`src/rtl/latch_gate_seq_pkg.sv`:
```
package latch_gate_seq_pkg;

  typedef enum logic [2:0] {
    ST_IDLE  = 3'd0,
    ST_GATE  = 3'd1,
    ST_IRQ   = 3'd2,
    ST_ARM   = 3'd3,
    ST_DRAIN = 3'd4
  } seqState_t;

  // strobes from control to datapath
  typedef struct packed {
    logic cntClr;
    logic cntEn;
    logic inGate;
  } seqStrobe_t;

endpackage

```
`src/rtl/latch_gate_seq_datapath.sv`:
```
module latch_gate_seq_datapath
  import latch_gate_seq_pkg::*;
#(
  parameter int SYNC_STAGES = 2,
  parameter int DELAY_CYC   = 250,
  parameter int LOAD_CYC    = 25,
  parameter int GATE_CYC    = 500,
  parameter int IRQ_CYC     = 50
) (
  input  logic       clk,
  input  logic       rst,
  input  logic       trigIn,
  input  seqStrobe_t strobe,
  output logic       trigEdge,
  output logic       gateDone,
  output logic       irqDone,
  output logic       loadN
);

  localparam int MAX_CYC = (GATE_CYC > IRQ_CYC) ? GATE_CYC : IRQ_CYC;
  localparam int CNT_W   = $clog2(MAX_CYC + 1);
  localparam logic [CNT_W-1:0] GATE_LAST = CNT_W'(GATE_CYC - 1);
  localparam logic [CNT_W-1:0] IRQ_LAST  = CNT_W'(IRQ_CYC - 1);
  localparam logic [CNT_W-1:0] LOAD_LO   = CNT_W'(DELAY_CYC);
  localparam logic [CNT_W-1:0] LOAD_HI   = CNT_W'(DELAY_CYC + LOAD_CYC);

  // synchroniser stages plus one history flop for edge detection
  logic [SYNC_STAGES:0] trigPipe;
  logic [CNT_W-1:0]     cycCnt;

  always_ff @(posedge clk) begin
    if (rst) begin
      trigPipe <= '0;
    end else begin
      trigPipe <= {trigPipe[SYNC_STAGES-1:0], trigIn};
    end
  end

  assign trigEdge = trigPipe[SYNC_STAGES-1] & ~trigPipe[SYNC_STAGES];

  // one counter times gate, strobe and interrupt in turn
  always_ff @(posedge clk) begin
    if (rst) begin
      cycCnt <= '0;
    end else if (strobe.cntClr) begin
      cycCnt <= '0;
    end else if (strobe.cntEn) begin
      cycCnt <= cycCnt + 1'b1;
    end
  end

  assign gateDone = (cycCnt == GATE_LAST);
  assign irqDone  = (cycCnt == IRQ_LAST);
  assign loadN    = ~(strobe.inGate && (cycCnt >= LOAD_LO) && (cycCnt < LOAD_HI));

endmodule

```
`src/rtl/latch_gate_seq_ctrl.sv`:
```
module latch_gate_seq_ctrl
  import latch_gate_seq_pkg::*;
(
  input  logic       clk,
  input  logic       rst,
  input  logic       trigEdge,
  input  logic       gateDone,
  input  logic       irqDone,
  input  logic       ctrlBusy,
  output seqStrobe_t strobe,
  output logic       gateN,
  output logic       irq,
  output logic       shiftEn,
  output logic       localBusy
);

  seqState_t state, stateNext;

  always_ff @(posedge clk) begin
    if (rst) begin
      state <= ST_IDLE;
    end else begin
      state <= stateNext;
    end
  end

  always_comb begin
    stateNext     = state;
    strobe.cntClr = 1'b0;
    strobe.cntEn  = 1'b0;
    strobe.inGate = 1'b0;
    unique case (state)
      ST_IDLE: begin
        if (trigEdge && !ctrlBusy) begin
          stateNext     = ST_GATE;
          strobe.cntClr = 1'b1;
        end
      end
      ST_GATE: begin
        strobe.inGate = 1'b1;
        strobe.cntEn  = 1'b1;
        if (gateDone) begin
          stateNext     = ST_IRQ;
          strobe.cntClr = 1'b1;
        end
      end
      ST_IRQ: begin
        strobe.cntEn = 1'b1;
        if (irqDone) stateNext = ST_ARM;
      end
      ST_ARM: begin
        if (ctrlBusy) stateNext = ST_DRAIN;
      end
      ST_DRAIN: begin
        if (!ctrlBusy) stateNext = ST_IDLE;
      end
      default: stateNext = ST_IDLE;
    endcase
  end

  assign gateN     = (state != ST_GATE);
  assign irq       = (state == ST_IRQ);
  assign shiftEn   = (state == ST_IRQ) || (state == ST_ARM) || (state == ST_DRAIN);
  assign localBusy = (state != ST_IDLE);

endmodule

```
`src/rtl/latch_gate_seq.sv`:
```
module latch_gate_seq
  import latch_gate_seq_pkg::*;
#(
  parameter int SYNC_STAGES = 2,
  parameter int DELAY_CYC   = 250,
  parameter int LOAD_CYC    = 25,
  parameter int GATE_CYC    = 500,
  parameter int IRQ_CYC     = 50
) (
  input  logic clk,
  input  logic rst,
  input  logic trigIn,
  input  logic ctrlBusy,
  output logic gateN,
  output logic loadN,
  output logic irq,
  output logic shiftEn,
  output logic busy
);

  seqStrobe_t strobe;
  logic       trigEdge;
  logic       gateDone;
  logic       irqDone;
  logic       localBusy;

  latch_gate_seq_datapath #(
    .SYNC_STAGES(SYNC_STAGES),
    .DELAY_CYC  (DELAY_CYC),
    .LOAD_CYC   (LOAD_CYC),
    .GATE_CYC   (GATE_CYC),
    .IRQ_CYC    (IRQ_CYC)
  ) i_datapath (
    .clk     (clk),
    .rst     (rst),
    .trigIn  (trigIn),
    .strobe  (strobe),
    .trigEdge(trigEdge),
    .gateDone(gateDone),
    .irqDone (irqDone),
    .loadN   (loadN)
  );

  latch_gate_seq_ctrl i_ctrl (
    .clk      (clk),
    .rst      (rst),
    .trigEdge (trigEdge),
    .gateDone (gateDone),
    .irqDone  (irqDone),
    .ctrlBusy (ctrlBusy),
    .strobe   (strobe),
    .gateN    (gateN),
    .irq      (irq),
    .shiftEn  (shiftEn),
    .localBusy(localBusy)
  );

  assign busy = localBusy | ctrlBusy;

endmodule

```
`config.mk`:
```
export PLATFORM = sky130hd
export DESIGN_NAME = latch_gate_seq
export DESIGN_NICKNAME = d
export VERILOG_FILES = /design/src/rtl/latch_gate_seq_pkg.sv /design/src/rtl/latch_gate_seq_datapath.sv /design/src/rtl/latch_gate_seq_ctrl.sv /design/src/rtl/latch_gate_seq.sv
export SDC_FILE = /design/constraint.sdc
export NUM_CORES = 1
export LEC_CHECK = 0
export ABC_AREA = 1
export CAP_MARGIN = 20
export CORE_MARGIN = 5
export CORE_UTILIZATION = 60
export CTS_CLUSTER_SIZE = 30
export DETAILED_ROUTE_END_ITERATION = 10
export DONT_BUFFER_PORTS = 1
export PLACE_DENSITY = 0.76
export SYNTH_ARGS = -nofsm -noshare
export SYNTH_HDL_FRONTEND = slang
export SYNTH_SLANG_ARGS = --single-unit
```
`constraint.sdc`:
```
create_clock -name clk -period 1.5 [get_ports clk]
set_input_delay 0.075 -clock clk [delete_from_list [all_inputs] [get_ports clk]]
set_output_delay 0.075 -clock clk [all_outputs]
set_load 0.05 [all_outputs]
```
==> summary.txt <==
STA
  • Hold Vio Cnt, Final: 0
  • Fin Clk Skew: approximately 1.6 ps
  • Max_slew headroom: 0.647
  • F_max: roughly 640 MHz
  • Final worst slack: -74.7 ps
  • Tcrit/Tclk final: 1.05
  • Min cycle time layout: 1570 ps
  • Final Slew Violations: 0
  • Tightest Pin Transition: roughly 530 ps
  • RSZ-0062 raised after global routing: yes
  • Count of final setup violators: 1

Finish
  • Layout cell share with drive strength beyond 1: 0.342
  • # nets final: between 150 and 200
  • P&R area growth vs syn: 28.8%
  • Number of inserted diodes: 0

Clock network
  • CTS tree: built
  • Clock tree buffer depth: 2
  • Worst-Skew Late Latency: a little under 300 ps
  • Clock sinks: 15
  • Number of H-tree levels: 1
  • Clock transition at path regs: ~90 ps
  • Total CTS buffers: 3
  • Root Driver: clkbuf_4

Drt
  • Drt initial violations: 13
  • Average wire per standard cell: ~12 um
  • WL final: ~2100 um
  • Avg Vias per Cell: between 5 and 6
  • DR pass1 iterations: 4
  • DR DRC count: 0
  • Via Count: between 900 and 1000
  • Post-DRT Antenna Nets: 0

Min path
  • Hold Crit Depth: 5
  • Min-Delay Startpoint: rst
  • Min-Delay Path Class: in2reg

Worst setup path
  • Worst setup startpoint: i_datapath.cycCnt[0]
  • Required @ worst endpoint: about 1400 ps
  • Startpoint types: flip-flop
  • Worst Path Max Fanout: 4
  • Critical Path Sink Type: output pin
  • RR Startpoint: i_datapath.cycCnt[0]
  • Worst Path Arrival: ~1500 ps
  • Crit Path Category: reg2out
  • Depth of the most critical reg-to-reg path: 8

Floorplanning
  • Core area: about 0.0015 mm2
  • Initial cell density of the core: 0.622
  • Die area: roughly 0.0024 mm2
  • Std cell rows: 14
  • Die X: approximately 49 um
  • Die height: 49.1 um
  • Top Ports: 9

Run status
  • Status: complete, but fails checks
  • Failing checks: negative setup slack

Logic synthesis
  • Seq cells post-synth: 15
  • Main flop type after synthesis: dfxtp_1
  • Post-synthesis sequential area ratio: 0.328
  • Asr flop ratio synth: 0
  • Synthesized instance count: between 100 and 150
  • Post-synth cell types: 26
  • Top cells by count, synth: nand2_1, nor2_1, inv_1
  • Count leader, synth: nand2_1
  • Post-synth EDFFs: 0
  • Yosys warns: 0
  • Post-synth top area cell: dfxtp_1
  • Synth area leaders: dfxtp_1, nand2_1, nor2_1, inv_1, ha_1
  • Mapped Nets: 143
  • Share of Yosys cell area claimed by the top area cell type: 0.328
  • Netlist Area Pre-Place: about 920 um2
  • Mean Syn Cell Area: 6.73 um2

Placement
  • Pre-CTS setup slack: roughly 110 ps
  • RD Place Congestion: about 0.84
  • IO buf count: 0
  • Dpl hpwl: roughly 1400 um

GRT
  • Initial antenna violation count: 0
  • GRT Residual Overflow: 0
  • Tot GR Track Use: 0.182
  • Largest net degree at the start of global routing: 10
  • First-pass GRT wire length: about 3500 um
  • Vias in the first global route: approximately 840

Pwr
  • Pwr Total: between 0.0015 and 0.002 W
  • Pwr/cell area: ~1400 mW/mm2
  • Pleak: 0.546 nW
  • Peak VDD IR: 1120 uV

Run
  • Max Cap Viol: 0
[per-layer routing]
metal	track usage	routed length, um	vias to the layer above
met5	0	0	-
met4	0.0942	58	0
met3	0.0459	93	7
met2	0.313	1050	24
met1	0.202	884	435
li1	-	-	468
[repair_timing]
action / 4_1_cts / 5_1_grt
gates resized for setup: 14 / 8
endpoints found under the setup margin: 1 / 11
hold buffers: 3 / 0
gates cloned: 0 / 0
buffers inserted: 6 / 2
pin swaps: 5 / 2
hold endpoints to repair: 6 / 0
[stage by stage]
step / cells / instance area [um2] / hold WS (ps) / setup TNS, ps / utilization
final: 174 / 1180 / 27.5 / -74.7 / 0.802
after global routing: 174 / 1180 / 20.3 / -185 / 0.802
after CTS: 172 / 1140 / 2.87 / -8.84 / 0.777
after detailed placement: 160 / 1010 / 149 / 0 / 0.685
after global placement: 160 / 1010 / 148 / 0 / 0.685
after floorplan: 136 / 916 / 144 / 0 / -
[worst max-delay path, cell delays in order (launching register included)]
cell,delay [ps]
dfxtp_2,340
buf_4,150
nand2_1,70
a31oi_1,80
nor3_1,290
o21ai_2,120
buf_12,160
[registers in the layout, indices dropped and copies added, names as in the netlist]
register             cells
i_datapath.trigPipe      3
i_ctrl.state             3
i_datapath.cycCnt        9
[report_power, final]
group	internal [W]	total, W	switching (W)
sequential	0.000455	0.000518	0.0000634
combinational	0.000301	0.000958	0.000657
clock	0.0000992	0.000233	0.000134
[placed cells by master (no fill, tap or decap)]
master,instances
nand2_1,33
nor2_1,20
inv_1,19
buf_4,13
dfxtp_1,9
nor2_2,6
inv_2,5
a21oi_1,5
dfxtp_2,5
nand2_2,4
o21ai_1,3
nand3_1,3
nor3_1,3
clkbuf_4,3
dlygate4sd3_1,3
nand2_4,2
nand4_1,2
nor3b_2,2
nand3_4,1
a31oi_1,1
nor3_4,1
o31ai_2,1
o21ai_2,1
or2_0,1
a21oi_4,1
o21ai_4,1
nand3_2,1
a21boi_1,1
nand3b_2,1
ha_4,1
ha_1,1
ha_2,1
clkinv_2,1
dfxtp_4,1
buf_12,1
buf_6,1
[cells by family (layout without fill, tap and decap cells)]
logic type,after synthesis,count (layout),share of synthesized area
adder cells (fa/ha/maj),3,3,0.0410
buffers and inverters,24,46,0.0984
AO/OA/AOI/OAI,14,14,0.108
AND/OR/NAND/NOR,80,80,0.425
flip-flops,15,15,0.328
[final timing paths]
kind	endpoint	slack, ps
worst max-delay path	loadN	-70
worst min-delay path	i_datapath.cycCnt[6]	30
worst max register to register	i_datapath.cycCnt[5]	70
worst min register to register	i_datapath.trigPipe[1]	410
[layout make-up]
cell class              count  area (um2)
multi-input cells          97         573
clock inverters             1        5.00
well taps                  16        20.0
flip-flops and latches     15         310
clock buffers               3        22.5
inverters                  24        90.1
repair buffers             18         159
fillers                    98         292
(Power assumes the default switching activity.)
